--- src/rtl/sfx_pkg.sv ---
package sfx_pkg;
  localparam int unsigned DW  = 8;
  localparam int unsigned CW  = $clog2(DW);
  localparam int unsigned SW  = DW + 3;
  localparam int unsigned NT  = 3;
  localparam logic [DW-1:0] KEY = 8'hA5;

  typedef enum logic [2:0] {
    ST_IDLE, ST_RX, ST_FIR, ST_ENC, ST_TX, ST_DONE
  } state_e;
endpackage

--- src/rtl/sfx_rx.sv ---
module sfx_rx #(
  parameter int unsigned DW = 8
) (
  input  logic          clk_i,
  input  logic          rst_ni,
  input  logic          clr_i,
  input  logic          shift_i,
  input  logic          bit_i,
  output logic [DW-1:0] data_o
);
  logic [DW-1:0] sh_q;

  // LSB first: newest bit enters at the top, first bit ends in bit 0
  always_ff @(posedge clk_i or negedge rst_ni) begin
    if (!rst_ni)      sh_q <= '0;
    else if (clr_i)   sh_q <= '0;
    else if (shift_i) sh_q <= {bit_i, sh_q[DW-1:1]};
  end

  assign data_o = sh_q;
endmodule

--- src/rtl/sfx_fir.sv ---
module sfx_fir #(
  parameter int unsigned DW = 8,
  parameter int unsigned SW = DW + 3,
  parameter int unsigned NT = 3
) (
  input  logic          clk_i,
  input  logic          rst_ni,
  input  logic          step_i,
  input  logic [DW-1:0] x_i,
  output logic [DW-1:0] y_o
);
  logic [DW-1:0] tap_q [NT];
  logic [DW-1:0] y_q;
  logic [SW-1:0] sum;

  // 1-2-2-1 weights on new sample and old taps
  assign sum = SW'(x_i) + (SW'(tap_q[0]) << 1) + (SW'(tap_q[1]) << 1) + SW'(tap_q[2]);

  always_ff @(posedge clk_i or negedge rst_ni) begin
    if (!rst_ni) begin
      y_q <= '0;
      for (int i = 0; i < NT; i++) tap_q[i] <= '0;
    end else if (step_i) begin
      y_q      <= sum[DW+1:2];
      tap_q[0] <= x_i;
      for (int i = 1; i < NT; i++) tap_q[i] <= tap_q[i-1];
    end
  end

  assign y_o = y_q;
endmodule

--- src/rtl/sfx_tx.sv ---
module sfx_tx #(
  parameter int unsigned DW = 8
) (
  input  logic          clk_i,
  input  logic          rst_ni,
  input  logic          clr_i,
  input  logic          load_i,
  input  logic          shift_i,
  input  logic [DW-1:0] data_i,
  output logic          msb_o
);
  logic [DW-1:0] sh_q;

  always_ff @(posedge clk_i or negedge rst_ni) begin
    if (!rst_ni)      sh_q <= '0;
    else if (clr_i)   sh_q <= '0;
    else if (load_i)  sh_q <= data_i;
    else if (shift_i) sh_q <= {sh_q[DW-2:0], 1'b0};
  end

  assign msb_o = sh_q[DW-1];
endmodule

--- src/rtl/ser_fir_xor_pipe.sv ---
module ser_fir_xor_pipe
  import sfx_pkg::*;
(
  input  logic       clk_i,
  input  logic       rst_ni,
  input  logic       en_i,
  input  logic       ser_i,
  output logic       ser_o,
  output logic       done_o,
  output logic [5:0] pad_o
);
  state_e        state_q;
  logic [CW-1:0] cnt_q;
  logic          last_bit;
  logic [DW-1:0] rx_data, fir_y;
  logic          tx_msb;

  assign last_bit = (cnt_q == CW'(DW-1));

  always_ff @(posedge clk_i or negedge rst_ni) begin
    if (!rst_ni) begin
      state_q <= ST_IDLE;
      cnt_q   <= '0;
    end else if (!en_i) begin
      state_q <= ST_IDLE;
      cnt_q   <= '0;
    end else begin
      unique case (state_q)
        ST_IDLE: begin
          state_q <= ST_RX;
          cnt_q   <= '0;
        end
        ST_RX: begin
          cnt_q <= cnt_q + 1'b1;
          if (last_bit) begin
            state_q <= ST_FIR;
            cnt_q   <= '0;
          end
        end
        ST_FIR: state_q <= ST_ENC;
        ST_ENC: begin
          state_q <= ST_TX;
          cnt_q   <= '0;
        end
        ST_TX: begin
          cnt_q <= cnt_q + 1'b1;
          if (last_bit) begin
            state_q <= ST_DONE;
            cnt_q   <= '0;
          end
        end
        ST_DONE: state_q <= ST_RX;
        default: state_q <= ST_IDLE;
      endcase
    end
  end

  sfx_rx #(.DW(DW)) u_rx (
    .clk_i   (clk_i),
    .rst_ni  (rst_ni),
    .clr_i   (!en_i),
    .shift_i (en_i && state_q == ST_RX),
    .bit_i   (ser_i),
    .data_o  (rx_data)
  );

  sfx_fir #(.DW(DW), .SW(SW), .NT(NT)) u_fir (
    .clk_i  (clk_i),
    .rst_ni (rst_ni),
    .step_i (en_i && state_q == ST_FIR),
    .x_i    (rx_data),
    .y_o    (fir_y)
  );

  sfx_tx #(.DW(DW)) u_tx (
    .clk_i   (clk_i),
    .rst_ni  (rst_ni),
    .clr_i   (!en_i),
    .load_i  (en_i && state_q == ST_ENC),
    .shift_i (en_i && state_q == ST_TX),
    .data_i  (fir_y ^ KEY),
    .msb_o   (tx_msb)
  );

  assign ser_o  = en_i && (state_q == ST_TX) && tx_msb;
  assign done_o = en_i && (state_q == ST_DONE);
  assign pad_o  = '0;
endmodule

--- config.mk ---
export PLATFORM = sky130hd
export DESIGN_NAME = ser_fir_xor_pipe
export DESIGN_NICKNAME = d
export VERILOG_FILES = /design/src/rtl/sfx_pkg.sv /design/src/rtl/sfx_rx.sv /design/src/rtl/sfx_fir.sv /design/src/rtl/sfx_tx.sv /design/src/rtl/ser_fir_xor_pipe.sv
export SDC_FILE = /design/constraint.sdc
export NUM_CORES = 1
export LEC_CHECK = 0
export ABC_AREA = 0
export BUFFER_PORTS_ARGS = -buffer_cell sky130_fd_sc_hd__buf_2
export CORE_UTILIZATION = 44
export CTS_CLUSTER_SIZE = 16
export DETAILED_ROUTE_END_ITERATION = 7
export PLACE_DENSITY = 0.59
export SETUP_SLACK_MARGIN = 0.4
export SKIP_LAST_GASP = 1
export SLEW_MARGIN = 30
export SYNTH_ARGS = -nofsm -noshare
export SYNTH_HDL_FRONTEND = slang
export SYNTH_HIERARCHICAL = 1
export SYNTH_SLANG_ARGS = --single-unit
--- constraint.sdc ---
create_clock -name clk_i -period 2.9 [get_ports clk_i]
set_clock_uncertainty 0.15 [all_clocks]
set_input_delay 0.58 -clock clk_i [delete_from_list [all_inputs] [get_ports clk_i]]
set_output_delay 0.58 -clock clk_i [all_outputs]
set_load 0.02 [all_outputs]
==> results.json, run 1 <==
{
  "outcome": "complete, no violations",
  "maxCapViolCount": 0,
  "synth_top_area_share_pct": 42.4,
  "core_um2": 6910,
  "yosysSeqAreaShare_pct": 42.4,
  "die_h_um": 87.1,
  "drc": 0,
  "period_share_pct": 97.7,
  "place_area_um2": 3400,
  "syn_area_um2": 3190,
  "antenna_found_initial": 0,
  "clockRootBuffer": "clkbuf_8",
  "cp-start-kind": "register",
  "use_met1_pct": 23.7,
  "n_antenna_cell": 0,
  "yosysUniqueCellTypes": 47,
  "start_util_pct": 46.2,
  "syn_to_final_growth_pct": 13.9,
  "max_freq_mhz": 353,
  "p_leak_uw": 0.00164,
  "met2_usage_pct": 27.1,
  "syn_inst": 315,
  "netlist_top_cells_area": "dfrtp_1, fa_1, inv_1",
  "relSlewSlack_pct": 60.0,
  "cp-end-kind": "register",
  "cts.sinks": 54,
  "final_antenna_net_count": 0,
  "power_uw": 1880,
  "vias": 2058,
  "clock_latency_ns": 0.30,
  "firstDrtPassIters": 4,
  "final_area_um2": 3630,
  "num_rows": 30,
  "ioPinCount": 12,
  "grt_usage_pct": 16.8,
  "use_met3_pct": 2.84,
  "cp.arrival_ns": 2.91,
  "die_width_um": 87.1,
  "peakVddDrop_uv": 300,
  "setup_viol": 0,
  "synth_edf_count": 0,
  "nNetsFinal": 360,
  "tightest_slew_ns": 0.600,
  "cp_max_fo": 3,
  "ctsHoldBuffers": 0,
  "grt_max_degree": 39,
  "place_hpwl_um": 3870,
  "dieArea_um2": 7590,
  "ys_ff_latch": 54,
  "clk_pin_slew_worst_paths_ns": 0.09,
  "vias_per_cell": 4.81,
  "yosys-top-cells-count": "dfrtp_1, inv_1, nand2_1",
  "gr-total-overflow": 0,
  "drt_iter0_drc": 66,
  "place_congestion": 0.760,
  "hold_violations": 0,
  "period_needed_ns": 2.83,
  "cts_tree": "done",
  "cp.required_ns": 2.98,
  "wl_um": 5530,
  "reg2reg_slack_ns": 0.07,
  "ys.flop_type": "dfrtp_1",
  "avgSynthCellArea_um2": 10.1,
  "grt_pass1_wl_um": 9870,
  "grt_pass1_vias": 2116,
  "cts_buffers": 5,
  "finalMaxSlewViolations": 0,
  "synth_area_leader_cell": "dfrtp_1",
  "htreeDepth": 2,
  "rsz0062_at_grt": "yes",
  "busiest_layer": "met2",
  "async_reset_ff_share_pct": 100,
  "power_density_nw_per_um2": 518,
  "clockBufferDepth": 2,
  "synth_warnings": 6,
  "min_path_type": "input pin to asynchronous set/reset pin",
  "wl_per_cell_um": 12.9,
  "layout-drive-gt1-share_pct": 20.8,
  "yosysMostFrequentCell": "dfrtp_1",
  "critical_path_class": "register to register",
  "timing.hold.ws_ns": 0.117,
  "place.port_buffers": 5
}
## path summary, 6_finish.rpt
kind | from | to | cells after the start
max | u_fir/tap_q[9]$_DFFE_PN0P_ | u_fir/y_o[4]$_DFFE_PN0P_ | 12
min | rst_ni | cnt_q[0]$_DFFE_PN0P_ | 1
max reg2reg | u_fir/tap_q[9]$_DFFE_PN0P_ | u_fir/y_o[4]$_DFFE_PN0P_ | 12
min reg2reg | u_fir/tap_q[12]$_DFFE_PN0P_ | u_fir/tap_q[4]$_DFFE_PN0P_ | 2
max in group asynchronous | rst_ni | u_fir/tap_q[13]$_DFFE_PN0P_ | 2
min in group clk_i | u_fir/tap_q[12]$_DFFE_PN0P_ | u_fir/tap_q[4]$_DFFE_PN0P_ | 2
## state kept, by name (all words and copies together) (netlist names)
signal / count
u_fir/tap_q: 24
u_fir/y_o: 8
u_tx/sh_q: 8
state_q: 3
cnt_q: 3
u_rx/data_o: 8
## kinds of logic after synthesis
kind of cell | after synthesis | synth area share, %
AO/OA/AOI/OAI | 62 | 12.9
XOR/XNOR | 2 | 0.550
adder cells (fa/ha/maj) | 25 | 13.3
buffers and inverters | 75 | 10.5
flip-flops | 54 | 42.4
multiplexers | 24 | 7.77
other | 1 | 0.118
AND/OR/NAND/NOR | 72 | 12.4
## worst max-delay path, cell delays in order, from the launching register on
cell	delay, ns
dfrtp_1	0.37
inv_2	0.05
fa_1	0.54
fa_1	0.43
inv_2	0.08
ha_4	0.14
inv_2	0.04
fa_2	0.42
nor2b_4	0.17
buf_6	0.11
o21a_1	0.13
nor3_2	0.04
o22ai_1	0.10
## layer usage
metal,vias up,share of wire [%],wire length [µm]
met3,6,2.0,110
met2,12,46,2520
met5,-,0,0
met1,986,51,2840
met4,0,1.1,59
li1,1054,-,-
## cell usage in the layout, fill, tap and decap left out, types with 3 or more instances in the layout
cell | synthesis | routed
ha_1 | 10 | 4
nand3b_1 | 5 | 5
fa_1 | 15 | 14
a211oi_1 | 9 | 8
a21boi_0 | 3 | 3
conb_1 | 1 | 6
inv_1 | 52 | 44
a21oi_1 | 11 | 11
buf_6 | 2 | 3
buf_4 | 6 | 17
clkbuf_8 | 0 | 6
o21ai_0 | 22 | 20
ha_4 | 0 | 6
or3b_1 | 4 | 4
nor2b_1 | 9 | 8
nor2_1 | 13 | 13
o22ai_1 | 3 | 3
inv_2 | 0 | 8
buf_2 | 8 | 5
mux2_2 | 6 | 5
nand2_1 | 26 | 26
mux2i_1 | 18 | 18
dfrtp_1 | 54 | 53
## per-stage QoR
step | utilization [%] | std cells | TNS, ns | setup slack, ns
floorplan | - | 320 | 0 | 0.134
detailed placement | 49.3 | 412 | 0 | 0.0247
CTS | 51.8 | 425 | 0 | 0.0767
global route | 52.6 | 428 | -0.0966 | -0.0497
global placement | 49.3 | 412 | 0 | 0.0731
finish | 52.6 | 428 | 0 | 0.0654
## timing repair
item / in CTS / in global routing
resized for setup: 9 / 12
setup endpoints to repair: 7 / 8
pin swaps: 8 / 9
setup buffers: 5 / 3
## report_power, final
part | total [µW] | leakage (µW) | internal (µW) | switching, µW
Combinational | 634 | 0.000948 | 308 | 326
Clock | 433 | 0.0000482 | 193 | 240
Sequential | 815 | 0.000644 | 790 | 24.5
Total | 1880 | 0.00164 | 1290 | 591
## layout make-up
class | instances | area (µm²)
Multi-Input combinational cell | 191 | 1660
Sequential cell | 54 | 1350
Inverter | 53 | 199
Timing Repair Buffer | 26 | 206
Clock buffer | 7 | 86.3
Fill cell | 658 | 3270
Clock inverter | 1 | 5.00
Tap cell | 96 | 120
Power figures use the tool's default switching activity.
==> run 2: changes to the inputs <==
ABC_AREA = 1   (was 0)
==> run 2 against run 1 <==
Sequential power rose by 37%. Critical path type unchanged. Via count rose by 11%. Critical path depth up 3.
==> results.json, run 2 <==
{
  "outcome": "complete, no violations",
  "crit_path_cell_trace": "inv_2, fa_1, fa_1, inv_1, ha_2, inv_2, fa_2, inv_2, nand2_2, nand2_1, nand3b_1, nand2_1, nand2_1, nand3_2, nand2_1",
  "synth_warnings": 6,
  "layout-drive-gt1-share_pct": 22.1,
  "tightest_slew_ns": 0.910,
  "cts_buffers": 5,
  "power_uw": 3820,
  "most-common-layout-cells": "nand2_1, dfrtp_1, inv_1, nand3_1, buf_4",
  "antenna_found_initial": 0,
  "grt_usage_pct": 16.9,
  "clk_pin_slew_worst_paths_ns": 0.09,
  "n_antenna_cell": 0,
  "die_h_um": 86.7,
  "cp_max_fo": 3,
  "cp.arrival_ns": 2.82,
  "peakVddDrop_uv": 581,
  "period_needed_ns": 2.76,
  "synth_area_leader_cell": "dfrtp_1",
  "r2r_end": "u_fir/y_o[6]$_DFFE_PN0P_",
  "min_path_type": "input pin to asynchronous set/reset pin",
  "p_leak_uw": 0.00191,
  "cp-end-kind": "register",
  "vias_per_cell": 4.52,
  "ctsHoldBuffers": 0,
  "max_freq_mhz": 362,
  "nNetsFinal": 436,
  "largest_reg_flops": 24,
  "cts_tree": "done",
  "rr_startpoint": "u_fir/tap_q[2]$_DFFE_PN0P_",
  "cp.depth": 15,
  "cp.required_ns": 2.95,
  "place_congestion": 0.753,
  "timing.hold.ws_ns": 0.194,
  "ys_ff_latch": 54,
  "place_hpwl_um": 3950,
  "maxCapViolCount": 0,
  "drt_iter0_drc": 89,
  "synth_edf_count": 0,
  "hold_violations": 0,
  "cp-startpoint": "u_fir/tap_q[2]$_DFFE_PN0P_",
  "relSlewSlack_pct": 39.1,
  "crit_top_cell": "nand2_1",
  "gr-total-overflow": 0,
  "final.setup.tns_ns": 0,
  "power_density_nw_per_um2": 1050,
  "drc": 0,
  "crit_path_end": "u_fir/y_o[6]$_DFFE_PN0P_",
  "critical_path_class": "register to register",
  "final_antenna_net_count": 0,
  "fin_ws_ns": 0.138,
  "setup_viol": 0,
  "grt_max_degree": 35,
  "cts.sinks": 54,
  "syn_area_um2": 3150,
  "vias": 2278,
  "grt_pass1_wl_um": 9980,
  "die_width_um": 86.7,
  "reg2regPathDepth": 15,
  "start_util_pct": 45.9,
  "yosysMostFrequentCell": "nand2_1",
  "clockBufferDepth": 2,
  "rsz0062_at_grt": "yes",
  "clock_latency_ns": 0.30,
  "dp_slack_ns": 0.160,
  "yosysSeqAreaShare_pct": 42.8,
  "netlist_top_cells_area": "dfrtp_1, nand2_1, fa_1",
  "period_share_pct": 95.3,
  "reg2reg_slack_ns": 0.14,
  "clockRootBuffer": "clkbuf_8",
  "yosysUniqueCellTypes": 26,
  "crit_buf_inv": 4,
  "final_common_cell": "nand2_1",
  "place.port_buffers": 5,
  "async_reset_ff_share_pct": 100,
  "path_delay_family": "adder cells",
  "yosys-top-cells-count": "nand2_1, inv_1, dfrtp_1",
  "avgSynthCellArea_um2": 8.24,
  "num_rows": 30,
  "dieArea_um2": 7510,
  "ioPinCount": 12,
  "slowest_stage": "fa_1",
  "finalMaxSlewViolations": 0,
  "syn_inst": 383,
  "core_um2": 6870,
  "grt_pass1_vias": 2261,
  "htreeDepth": 2,
  "critical-path-max-stage-delay_ns": 0.54,
  "syn_to_final_growth_pct": 15.0,
  "wl_um": 5570,
  "firstDrtPassIters": 4,
  "top_register": "u_fir/tap_q",
  "cp-start-kind": "register",
  "wl_per_cell_um": 11.0,
  "ys.flop_type": "dfrtp_1",
  "synth_top_area_share_pct": 42.8
}
## run 2: what timing repair did
| action | in CTS | in global routing |
|---|---|---|
| gates resized for setup | 10 | 25 |
| pin swaps | 6 | 17 |
| endpoints found under the setup margin | 5 | 7 |
| buffers inserted | 12 | 5 |
## run 2: metal layers
metal  track usage (%)  wire (µm)  vias up
met5                 0          0        -
li1                  -          -     1189
met3              4.38        110        4
met1              21.7       2710     1073
met2              29.2       2710       12
met4              2.73         36        0
## run 2: worst min path at each step
stage,startpoint,slack (ns),to
final,rst_ni,0.19,cnt_q[0]$_DFFE_PN0P_
after floorplan,rst_ni,0.13,cnt_q[0]$_DFFE_PN0P_
after CTS,rst_ni,0.22,cnt_q[0]$_DFFE_PN0P_
after global routing,rst_ni,0.25,u_tx/sh_q[4]$_DFFE_PN0P_
after detailed placement,u_fir/y_o[0]$_DFFE_PN0P_,0.31,u_fir/y_o[0]$_DFFE_PN0P_
after global placement,u_fir/tap_q[20]$_DFFE_PN0P_,0.31,u_fir/tap_q[12]$_DFFE_PN0P_
## run 2: power by group
| group | leakage, µW | internal, µW | switching, µW |
|---|---|---|---|
| Sequential | 0.000718 | 978 | 143 |
| Combinational | 0.00113 | 974 | 1250 |
| Clock | 0.0000575 | 241 | 231 |
| Total | 0.00191 | 2190 | 1630 |
## run 2: per-stage QoR
step | instance area (µm²) | util, % | instances
final | 3630 | 52.8 | 504
after global routing | 3630 | 52.8 | 504
after CTS | 3500 | 51.0 | 499
after detailed placement | 3270 | 47.6 | 479
after global placement | 3270 | 47.6 | 479
after floorplan | 3210 | - | 388
## run 2: layout make-up
class,count,area [µm²]
Tap cell,96,120
Multi-Input combinational cell,250,1600
Inverter,69,259
Sequential cell,54,1350
Timing Repair Buffer,27,190
Fill cell,670,3240
Clock buffer,8,110
## run 2: logic make-up after synthesis
kind of cell / synth area share [%]
compound gates: 5.59
xor+xnor: 0.278
fa+ha+maj: 13.5
buf+inv: 12.0
flops: 42.8
other cells: 0.119
simple gates: 25.7
==> run 3: changes to the inputs <==
CTS_CLUSTER_SIZE = unset   (was 16)
RECOVER_POWER = 100   (was unset)
==> run 3 against run 2 <==
The run now ends with max-capacitance violations, max-slew violations left. Sequential share of layout area increased by 0.95 points. Die area unchanged. Clock power about the same. Final area decreased by 2.5%. Total power decreased by 1.9%. Via count increased by 0.66%. Critical path depth unchanged. Maximum frequency decreased by 0.12%. First-iteration DRC count decreased by 20%. Cell count unchanged. Global-route usage unchanged. Largest power group unchanged. Highest routed layer unchanged.
==> results.json, run 3 (synthesis results as in run 2) <==
{
  "ioPinCount": 12,
  "crit_path_cell_trace": "inv_2, fa_1, fa_1, inv_1, ha_1, inv_2, fa_2, inv_2, nand2_2, nand2_1, nand3b_1, nand2_1, nand2_1, nand3_2, nand2_1",
  "peakVddDrop_uv": 580,
  "largest_reg_flops": 24,
  "dieArea_um2": 7510,
  "slowest_stage": "fa_1",
  "rsz0062_at_grt": "yes",
  "path_delay_family": "adder cells",
  "wl_per_cell_um": 11.0,
  "drt_iter0_drc": 71,
  "period_needed_ns": 2.77,
  "wl_um": 5570,
  "cts_buffers": 5,
  "vias_per_cell": 4.55,
  "utilization_pct": 51.5,
  "ctsHoldBuffers": 0,
  "cts_tree": "done",
  "internal-power_uw": 2160,
  "cp-start-kind": "register",
  "critical-path-max-stage-delay_ns": 0.54,
  "hold_violations": 0,
  "maxCapViolCount": 1,
  "place_congestion": 0.753,
  "die_width_um": 86.7,
  "drc": 0,
  "clockBufferDepth": 2,
  "vias": 2293,
  "place_area_um2": 3270,
  "final_antenna_net_count": 0,
  "netSwitchingPower_uw": 1590,
  "core_um2": 6870,
  "fin_cells": 504,
  "cp.required_ns": 2.95,
  "crit_buf_inv": 4,
  "firstDrtPassIters": 4,
  "outcome": "complete, but fails checks",
  "layout-drive-gt1-share_pct": 17.2,
  "grt_pass1_wl_um": 9980,
  "crit_top_cell": "nand2_1",
  "cp_max_fo": 3,
  "critical_path_class": "register to register",
  "antenna_found_initial": 0,
  "grt_max_degree": 35,
  "clockRootBuffer": "clkbuf_8",
  "gr-total-overflow": 0,
  "max_freq_mhz": 362,
  "final_common_cell": "nand2_1",
  "start_util_pct": 45.9,
  "final_area_um2": 3540,
  "power.share.clock_pct": 12.6,
  "cp.arrival_ns": 2.82,
  "min_path_type": "register to register",
  "cts.sinks": 54,
  "most-common-layout-cells": "nand2_1, dfrtp_1, inv_1, nand3_1, o21ai_0",
  "grt_pass1_vias": 2261,
  "p_sw_share_pct": 42.4,
  "p_leak_uw": 0.00186,
  "final.setup.tns_ns": 0,
  "die_h_um": 86.7,
  "combPwrFrac_pct": 57.7,
  "clk_pin_slew_worst_paths_ns": 0.09,
  "power_density_nw_per_um2": 1060,
  "place.port_buffers": 5,
  "relSlewSlack_pct": -23.8,
  "setup_viol": 0,
  "htreeDepth": 2,
  "syn_to_final_growth_pct": 12.1,
  "violations": "max-capacitance violations, max-slew violations",
  "finalMaxSlewViolations": 35,
  "nNetsFinal": 436,
  "num_rows": 30,
  "cp-end-kind": "register",
  "dpl.cell_count": 479,
  "n_antenna_cell": 0,
  "period_share_pct": 95.4,
  "power_uw": 3750,
  "tightest_slew_ns": 1.86,
  "seqPwrFrac_pct": 29.7,
  "top_register": "u_fir/tap_q",
  "place_hpwl_um": 3950,
  "grt_usage_pct": 16.9,
  "clock_latency_ns": 0.30
}
## run 3: layer usage
metal  up-vias  global-route usage [%]  part of all wire, %
met3         4                    4.38                  2.1
met5         -                       0                    0
li1       1189                       -                    -
met2        14                    29.2                   48
met1      1086                    21.7                   49
met4         0                    2.73                 0.65
## run 3: worst min-delay path, stage by stage (launching register included)
cell and delay, ns:
dfrtp_1 0.35, nand2_1 0.05, nand2_1 0.04
## run 3: final timing paths
path                                       startpoint                  endpoint  slack, ns  depth (start not counted)
max in group asynchronous                      rst_ni  u_fir/y_o[1]$_DFFE_PN0P_       0.70                          2
min in group asynchronous                      rst_ni      cnt_q[0]$_DFFE_PN0P_       0.62                          1
hold reg to reg              u_fir/y_o[0]$_DFFE_PN0P_  u_fir/y_o[0]$_DFFE_PN0P_       0.33                          2
setup reg to reg           u_fir/tap_q[2]$_DFFE_PN0P_  u_fir/y_o[6]$_DFFE_PN0P_       0.13                         15
hold / removal               u_fir/y_o[0]$_DFFE_PN0P_  u_fir/y_o[0]$_DFFE_PN0P_       0.33                          2
setup / recovery           u_fir/tap_q[2]$_DFFE_PN0P_  u_fir/y_o[6]$_DFFE_PN0P_       0.13                         15
## run 3: through the flow
stage	hold slack (ns)	setup slack, ns
finish	0.327	0.134
global route	0.359	0.0175
floorplan	0.134	0.284
global placement	0.308	0.207
CTS	0.222	0.185
detailed placement	0.309	0.160
## run 3: area by class of cell
cell class	instances	area (µm²)
inverters	69	259
repair buffers	27	166
clock buffers	8	110
well taps	96	120
multi-input cells	250	1530
fillers	689	3330
flip-flops and latches	54	1350
## run 3: repair_timing
action	CTS	global route
setup endpoints to repair	5	7
endpoints found under the hold margin	0	0
pin swaps	6	17
setup buffers	12	5
gates resized for setup	10	25
## run 3: power by group through the flow
stage | Sequential, µW | Clock (µW) | Combinational [µW]
6_report | 1110 | 472 | 2160
3_5_place_dp | 1130 | 0 | 1760
3_3_place_gp | 1120 | 0 | 1750
4_1_cts | 1120 | 498 | 1920
2_1_floorplan | 1100 | 0 | 1460
5_1_grt | 1150 | 519 | 2510
